**config.mk**
```make
export PLATFORM = sky130hd
export DESIGN_NAME = adc_conv_timer
export DESIGN_NICKNAME = d
export VERILOG_FILES = /design/src/rtl/adc_seq_pkg.sv /design/src/rtl/adc_tick_gen.sv /design/src/rtl/adc_seq_core.sv /design/src/rtl/adc_flag_ctl.sv /design/src/rtl/adc_conv_timer.sv
export SDC_FILE = /design/constraint.sdc
export NUM_CORES = 1
export LEC_CHECK = 0
export BUFFER_PORTS_ARGS = -buffer_cell sky130_fd_sc_hd__buf_2
export CAP_MARGIN = 20
export CELL_PAD_IN_SITES_DETAIL_PLACEMENT = 1
export CELL_PAD_IN_SITES_GLOBAL_PLACEMENT = 2
export CORE_AREA = 4 4 66 74
export CTS_BUF_LIST = sky130_fd_sc_hd__clkbuf_16
export DETAILED_ROUTE_END_ITERATION = 8
export DIE_AREA = 0 0 70 78
export PLACE_DENSITY_LB_ADDON = 0.1
export REMOVE_ABC_BUFFERS = 1
export SETUP_SLACK_MARGIN = 0.15
export SKIP_CTS_REPAIR_TIMING = 1
export SYNTH_ARGS = -nofsm -noshare
export SYNTH_HDL_FRONTEND = slang
export SYNTH_SLANG_ARGS = --single-unit
```
**constraint.sdc**
```tcl
create_clock -name clk -period 3.9 [get_ports clk]
set_input_delay 0.195 -clock clk [delete_from_list [all_inputs] [get_ports clk]]
set_output_delay 0.195 -clock clk [all_outputs]
set_load 0.01 [all_outputs]
```
**src/rtl/adc_seq_pkg.sv**
```systemverilog
// Package: shared widths and the phase-length arithmetic of the sequencer.
// Assumes at most 24 sample cycles and 22 conversion cycles, so 6 bits suffice.
package adc_seq_pkg;

    localparam int LEN_W = 6;

    // Sample-phase length in conversion-clock cycles.
    function automatic logic [LEN_W-1:0] sample_len(input logic long_en,
                                                    input logic [1:0] long_sel);
        logic [LEN_W-1:0] n;
        if (!long_en) begin
            n = LEN_W'(4);
        end else begin
            case (long_sel)
                2'b00:   n = LEN_W'(24);
                2'b01:   n = LEN_W'(16);
                2'b10:   n = LEN_W'(10);
                default: n = LEN_W'(6);
            endcase
        end
        return n;
    endfunction

    // Conversion-phase length: one cycle per bit, 4 overhead, 2 more in high speed.
    function automatic logic [LEN_W-1:0] convert_len(input logic [1:0] mode,
                                                     input logic hs);
        logic [LEN_W-1:0] bits;
        case (mode)
            2'b00:   bits = LEN_W'(8);
            2'b01:   bits = LEN_W'(12);
            2'b10:   bits = LEN_W'(10);
            default: bits = LEN_W'(16);
        endcase
        return bits + LEN_W'(4) + (hs ? LEN_W'(2) : LEN_W'(0));
    endfunction

endpackage

```
**src/rtl/adc_tick_gen.sv**
```systemverilog
// Tick generator: selects a source tick and divides it into the conversion clock.
// Assumes alt_tick and async_tick are already synchronous one-cycle enables.
// The prescaler restarts on every start so conversion timing is deterministic.
module adc_tick_gen #(
    parameter int DIVC_W = 3
) (
    input  logic       clk,
    input  logic       rst_n,
    input  logic       restart,
    input  logic       run,
    input  logic [1:0] src_sel,
    input  logic [1:0] div_sel,
    input  logic       alt_tick,
    input  logic       async_tick,
    output logic       adck_tick
);
    logic              half_q;
    logic              src_tick;
    logic [DIVC_W-1:0] div_cnt;
    logic [DIVC_W-1:0] ratio_m1;

    // Half-rate bus toggle, aligned to the start of a conversion.
    always_ff @(posedge clk) begin
        if (!rst_n || restart) half_q <= 1'b0;
        else if (run)          half_q <= ~half_q;
    end

    // Source tick multiplexer, gated by the run state.
    always_comb begin
        case (src_sel)
            2'b00:   src_tick = run;
            2'b01:   src_tick = run & half_q;
            2'b10:   src_tick = run & alt_tick;
            default: src_tick = run & async_tick;
        endcase
    end

    // Terminal count of the divider for the chosen ratio.
    always_comb ratio_m1 = DIVC_W'((32'd1 << div_sel) - 32'd1);

    // Divider counter over source ticks.
    always_ff @(posedge clk) begin
        if (!rst_n || restart)       div_cnt <= '0;
        else if (src_tick)           div_cnt <= (div_cnt == ratio_m1) ? '0 : div_cnt + 1'b1;
    end

    // One conversion-clock tick per full divider period.
    assign adck_tick = src_tick && (div_cnt == ratio_m1);

endmodule

```
**src/rtl/adc_seq_core.sv**
```systemverilog
// Sequencer core: counts conversion-clock ticks across the sample and convert phases.
// Assumes len_total is at least 1 and is sampled only on start.
module adc_seq_core
    import adc_seq_pkg::*;
(
    input  logic             clk,
    input  logic             rst_n,
    input  logic             start,
    input  logic             abort,
    input  logic             tick,
    input  logic             cont_en,
    input  logic [LEN_W-1:0] len_total,
    output logic             active,
    output logic             last
);
    logic [LEN_W-1:0] cnt_q;
    logic [LEN_W-1:0] total_q;

    // Final tick of the conversion, suppressed by a concurrent abort.
    assign last = active && tick && (cnt_q == total_q - 1'b1) && !abort;

    // Run state and tick counter.
    always_ff @(posedge clk) begin
        if (!rst_n) begin
            active  <= 1'b0;
            cnt_q   <= '0;
            total_q <= '0;
        end else if (start) begin
            active  <= 1'b1;
            cnt_q   <= '0;
            total_q <= len_total;
        end else if (abort) begin
            active  <= 1'b0;
            cnt_q   <= '0;
        end else if (last) begin
            active  <= cont_en;
            cnt_q   <= '0;
        end else if (active && tick) begin
            cnt_q   <= cnt_q + 1'b1;
        end
    end

endmodule

```
**src/rtl/adc_flag_ctl.sv**
```systemverilog
// Completion flag with its interrupt and DMA request outputs.
// Assumes clear and a set never matter together: a control write suppresses the strobe.
module adc_flag_ctl (
    input  logic clk,
    input  logic rst_n,
    input  logic set_stb,
    input  logic wr_clr,
    input  logic rd_clr,
    input  logic irq_en,
    input  logic dma_en,
    output logic done_flag,
    output logic irq,
    output logic dma_req
);
    // Flag update: a write clears, a set beats a read, a read clears.
    always_ff @(posedge clk) begin
        if (!rst_n)       done_flag <= 1'b0;
        else if (wr_clr)  done_flag <= 1'b0;
        else if (set_stb) done_flag <= 1'b1;
        else if (rd_clr)  done_flag <= 1'b0;
    end

    assign irq     = done_flag & irq_en;
    assign dma_req = done_flag & dma_en;

endmodule

```
**src/rtl/adc_conv_timer.sv**
```systemverilog
// Top: decodes triggers and the channel code, and ties the tick generator,
// sequencer core and flag logic together. Assumes strobes are one bus cycle wide.
module adc_conv_timer
    import adc_seq_pkg::*;
#(
    parameter int CHAN_W = 5,
    parameter int DIVC_W = 3
) (
    input  logic              clk,
    input  logic              rst_n,
    input  logic [1:0]        src_sel,
    input  logic [1:0]        div_sel,
    input  logic              long_smp_en,
    input  logic [1:0]        long_smp_sel,
    input  logic              hs_en,
    input  logic              hw_trig_sel,
    input  logic              cont_en,
    input  logic [1:0]        res_mode,
    input  logic [CHAN_W-1:0] chan_sel,
    input  logic              irq_en,
    input  logic              dma_en,
    input  logic              ctl_wr,
    input  logic              hw_trig,
    input  logic              result_rd,
    input  logic              alt_tick,
    input  logic              async_tick,
    input  logic              accept,
    output logic              active,
    output logic              done_flag,
    output logic              irq,
    output logic              dma_req,
    output logic              result_stb
);
    localparam logic [CHAN_W-1:0] CHAN_OFF = {CHAN_W{1'b1}};

    logic             chan_off;
    logic             sw_start;
    logic             hw_start;
    logic             start;
    logic             adck_tick;
    logic [LEN_W-1:0] len_total;

    // Trigger decode: a write starts in software mode, a pulse starts in hardware mode.
    always_comb begin
        chan_off  = (chan_sel == CHAN_OFF);
        sw_start  = ctl_wr && !hw_trig_sel && !chan_off;
        hw_start  = hw_trig && hw_trig_sel && !chan_off && !active && !ctl_wr;
        start     = sw_start || hw_start;
        len_total = sample_len(long_smp_en, long_smp_sel) + convert_len(res_mode, hs_en);
    end

    adc_tick_gen #(.DIVC_W(DIVC_W)) u_tick (
        .clk        (clk),
        .rst_n      (rst_n),
        .restart    (start),
        .run        (active),
        .src_sel    (src_sel),
        .div_sel    (div_sel),
        .alt_tick   (alt_tick),
        .async_tick (async_tick),
        .adck_tick  (adck_tick)
    );

    adc_seq_core u_core (
        .clk       (clk),
        .rst_n     (rst_n),
        .start     (start),
        .abort     (ctl_wr),
        .tick      (adck_tick),
        .cont_en   (cont_en),
        .len_total (len_total),
        .active    (active),
        .last      (result_stb)
    );

    adc_flag_ctl u_flag (
        .clk       (clk),
        .rst_n     (rst_n),
        .set_stb   (result_stb && accept),
        .wr_clr    (ctl_wr),
        .rd_clr    (result_rd),
        .irq_en    (irq_en),
        .dma_en    (dma_en),
        .done_flag (done_flag),
        .irq       (irq),
        .dma_req   (dma_req)
    );

endmodule

```
======== Word level (Yosys, flattened, before mapping) ========
Cells that the tools add are included.
W data, S select, Z words.
operators by class
  bitwise gates (word level) .............. 7
  magnitude comparators ................... 0
  shift-type cells ........................ 1
  equality and inequality tests ........... 9
  $add $sub $neg .......................... 7
  reduce and logical (&&, ||, !) cells .... 25
  muxes and demuxes ....................... 11
  multiply operators ...................... 0
  divide/modulo/power cells ............... 0
operators with widths
  operator               count
  $pmux W5 S3            2
  $logic_and A1 B1 Y1    11
  $add A6 B1 Y6 const B  1
  $add A6 B2 Y6          1
  $add A6 B3 Y6 const B  1
  $add A6 B6 Y6          1
  $eq A2 B1 Y1 const B   3
  $eq A2 B2 Y1 const B   3
  $eq A6 B6 Y1           1
  $logic_not A2 Y1       3
  $sub A6 B1 Y6 const B  1
  $and A1 B1 Y1          5
  $eq A5 B5 Y1 const B   1
  $logic_not A1 Y1       5
  $mux W1                5
  $mux W5                1
  $reduce_or A4 Y1       1
  $add A3 B1 Y3 const B  1
  $eq A3 B3 Y1           1
  $mux W3                1
  $pmux W1 S3            1
  $reduce_bool A3 Y1     1
  $shl A1 B2 Y3 const A  1
  $sub A3 B1 Y3 const B  1
  5 further kinds        7
storage, ports and cells
  bits of input ports ..................... 27
  bits in read-only memories .............. 0
  bits in writable memories ............... 0
  bits in registers ....................... 18
  memories kept ........................... 0
  output and inout port bits .............. 5
  bits in latches ......................... 0

======== Logic depth before layout (Yosys ltp) ========
  depth in word-level cells ............... 10
  depth in mapped cells ................... 10
  depth with buffers taken out ............ 10

======== Modules after synthesis ========
From an unflattened synthesis, not the netlist that was laid out.
second synthesis, totals
  cell total of the unflattened synthesis .. 157
  area, all modules ....................... 1395.1 µm²
by module, submodules not included
  module          area an instance (µm²)  cells each  instances  sequential area each (µm²)
  adc_seq_core    764.5                   80          1          260.2
  adc_tick_gen    321.6                   39          1          80.1
  adc_conv_timer  254.0                   32          1          0.0
  adc_flag_ctl    55.1                    6           1          20.0

======== Worst setup path before layout ========
OpenSTA, ideal clock, no wires.
  kind .................................... input to register
  start ................................... input long_smp_en
  end ..................................... register u_core.total_q[4]
  stages on the path ...................... 10
  arrival ................................. 1785 ps
  slack ................................... 1999 ps
  path through ............................ nor2b_1 or2_2 ha_1 inv_1 ha_1 inv_1 fa_1 xnor2_1 mux2i_1 nor2b_1
between the ends
  cells in the longest elaborated chain, start to end .. 2
ends and longest elaborated chain
  element               RTL line              source
  from (decl)           adc_conv_timer.sv:13  input logic long_smp_en,
  $mux W5               adc_seq_pkg.sv:11     if (!long_en) begin
  $add A6 B6 Y6         adc_conv_timer.sv:49  len_total = sample_len(long_smp_en, long_smp_sel) + convert_len(res_mode, hs_en);
  to (signal assigned)  adc_seq_core.sv:31    total_q <= len_total;
  to (decl)             adc_seq_core.sv:17    logic [LEN_W-1:0] total_q;
Every way passes these cells.
A chain may end at the register's enable or synchronous reset.

======== Worst setup path in the final report ========
  start ................................... register u_core.total_q[1]
  end ..................................... output result_stb
between the ends
  cells in the longest elaborated chain, start to end .. 4
ends and longest elaborated chain
  element                            RTL line              source
  $sub A6 B1 Y6                      adc_seq_core.sv:20    assign last = active && tick && (cnt_q == total_q - 1'b1) && !abort;
  $eq A6 B6 Y1                       adc_seq_core.sv:20
  $logic_and A1 B1 Y1 (2 in series)  adc_seq_core.sv:20
  to (decl)                          adc_conv_timer.sv:32  output logic result_stb
Every way passes these cells.

==> results_dict.tcl <==
set metrics [dict create \
    synthTopCellsByArea "dfxtp_1 26%, ha_1 11%, nand2_1 4.9%" \
    hold_viol 0 \
    vias 1150 \
    outcome "finished, final reports clean" \
    cp-end-kind "output pin" \
    fin_skew_ps 6.77 \
    seqPwrFrac_pct 38.1 \
    path_cells "inv_1, ha_1, xor2_1, o21ai_0, o211ai_2, nor3_1, buf_2" \
    place.gp.congestion 0.739 \
    grt_pass1_vias 1222 \
    firstDrtPassIters 3 \
    io_pins 32 \
    timing.fmax_ghz 0.453 \
    p_leak_nw 0.707 \
    worstPathArrival_ps 2010 \
    die_y_um 78 \
    crit_family "compound AO/OA/AOI/OAI gates" \
    crit_buf_inv 2 \
    switching_power_uw 130 \
    worstReg2RegEnd "u_core.cnt_q[4]" \
    fin_tns_setup_ps 0 \
    intPower_uw 371 \
    cp_max_fo 13 \
    drc 0 \
    timing.rr.start "u_core.total_q[1]" \
    grt_max_degree 14 \
    cts_buffers 3 \
    synth-main-ff-cell "dfxtp_1" \
    fillCellCount 531 \
    max-cap-violations 0 \
    root_buffer "clkbuf_16" \
    synth.avg_cell_area_um2 8.70 \
    grt_pass1_wl_um 5320 \
    multiInputGateArea_um2 898 \
    power_frac_comb_pct 20.8 \
    area_delta_synth_final_pct 21.6 \
    slowest_delay_ps 530 \
    crit_path_top_delay_cell "o211ai_2" \
    layout.nets 226 \
    ff2ff_path_depth 7 \
    netlist_top_cells_count "17 x dfxtp_1, 17 x nand2_1, 15 x inv_1" \
    cp-start-kind "flop" \
    cp.required_ps 3700 \
    synth_warnings 0 \
    synth-seq-cells 17 \
    grtUsageTotal_pct 11.6 \
    yosysUniqueCellTypes 45 \
    async_flop_share_pct 0 \
    drt_iter0_drc 12 \
    vdd.ir_drop.worst_uv 131 \
    netlist_instances 151 \
    tightest_slew_ps 808 \
    dp_hpwl_um 2450 \
    vias_per_cell 4.83 \
    clk_pin_slew_worst_paths_ps 50 \
    final_layout_size_suffix_gt1_share_pct 25.0 \
    cts_buffer_depth 2 \
    whs_path_depth 3 \
    synth_top_area_share_pct 25.9 \
    setup_viol 0 \
    pwr-share-clk_pct 41.1 \
    ant_nets 0 \
    min_to "u_core.active" \
    hold_path_class "in -> reg" \
    p_per_area_nw_per_um2 314 \
    criticalPathCategory "reg -> out" \
    cts_tree "done" \
    antenna_found_initial 0 \
    syn-cell-area_um2 1310 \
    start_util_pct 31.3 \
    cts_sinks 17 \
    swShare_pct 26.0 \
    rsz0062_at_grt "false" \
    holdWs_ps 248 \
    yosys.area.top_type "dfxtp_1" \
    ys_seq_area_share_pct 25.9 \
    synth_edf_count 0 \
    htree_levels 1 \
    coreArea_um2 4190 \
    seq_area_um2 340 \
    finalCritPeriodShare_pct 56.6 \
    finalCriticalPeriod_ps 2210 \
    wl_per_cell_um 12.5 \
    die_area_um2 5460 \
    clk_latency_ps 250 \
    fp-row-count 25 \
    globalRouteOverflowTotal 0 \
    antennaDiodeCount 0 \
    finalMaxSlewViolations 0 \
    dieWidth_um 70 \
    wirelength_um 2970 \
    min_from "cont_en" \
    io_buffers 31 \
    r2r_setup_slack_ps 1960 \
    relSlewSlack_pct 45.6 \
]
==> power groups by stage <==
stage | Sequential (mW) | Clock (mW) | Combinational [mW]
2_1_floorplan | 0.192 | 0 | 0.0738
3_3_place_gp | 0.194 | 0 | 0.102
3_5_place_dp | 0.195 | 0 | 0.105
4_1_cts | 0.191 | 0.210 | 0.107
5_1_grt | 0.192 | 0.220 | 0.118
6_report | 0.191 | 0.206 | 0.104
==> layout make-up <==
type	count	share of cell area, %
Tap cell	54	4.23
Timing Repair Buffer	31	9.71
Clock buffer	3	4.70
Multi-Input combinational cell	117	56.2
Inverter	15	3.52
Sequential cell	17	21.3
Clock inverter	1	0.313
==> how the worst max path moves through the flow <==
stage                           start           endpoint  slack [ps]  depth (start not counted)
finish              u_core.total_q[1]         result_stb        1690                          7
global route        u_core.total_q[1]         result_stb        1470                          7
CTS                 u_core.total_q[1]         result_stb        1660                          7
detailed placement        long_smp_en  u_core.total_q[4]        1780                         11
global placement          long_smp_en  u_core.total_q[4]        1840                         11
floorplan                 long_smp_en  u_core.total_q[4]        2000                         10
==> tightest hold or removal path: stages <==
cell and delay [ps]:
buf_2 90, a211oi_2 50, o21ai_1 120
==> sequential cells by signal (all words and copies together), names as in the netlist <==
register and count:
u_core.active 1, u_core.cnt_q 6, u_core.total_q 5, u_tick.div_cnt 3, u_flag.done_flag 1, u_tick.half_q 1
==> cells in the final DEF (no fill, tap or decap), types with 2 or more instances in the layout <==
cell type / count
nand3b_1: 4
inv_1: 15
nor3_1: 2
a21oi_1: 5
clkbuf_16: 3
mux2i_1: 3
o211a_1: 2
o21ai_0: 3
a31oi_1: 3
buf_2: 31
xnor2_1: 6
ha_1: 12
nand3_1: 9
nor2b_1: 6
dfxtp_1: 17
nand2_1: 17
xor2_1: 6
nand2b_1: 3
fa_1: 2
and2_1: 2
nor2_1: 8
==> layer usage <==
| layer | track usage, % | vias up | share of wire [%] |
|---|---|---|---|
| li1 | - | 588 | - |
| met5 | 0 | - | 0 |
| met4 | 2.87 | 0 | 0.44 |
| met1 | 13.7 | 536 | 44 |
| met3 | 2.72 | 2 | 5.0 |
| met2 | 21.1 | 24 | 50 |
==> metrics by stage <==
step | util [%] | worst slack [ps] | power, mW | area, um2 | cells
after floorplan | - | 2000 | 0.266 | 1290 | 149
after global placement | 36.2 | 1840 | 0.296 | 1520 | 234
after detailed placement | 36.2 | 1780 | 0.300 | 1520 | 234
after CTS | 38.1 | 1660 | 0.508 | 1600 | 238
after global routing | 38.1 | 1470 | 0.530 | 1600 | 238
final | 38.1 | 1690 | 0.501 | 1600 | 238
==> cells by family (layout without fill, tap and decap cells) <==
group	count (synthesis)	in the layout	synth area share (%)
XOR/XNOR	12	12	8.00
flip-flops	17	17	25.9
multiplexers	4	4	3.14
AND/OR/NAND/NOR	60	60	24.6
buffers and inverters	17	50	5.71
AO/OA/AOI/OAI	27	27	18.2
adder cells (fa/ha/maj)	14	14	14.5
Note: power is estimated with default switching activity, not from simulation.
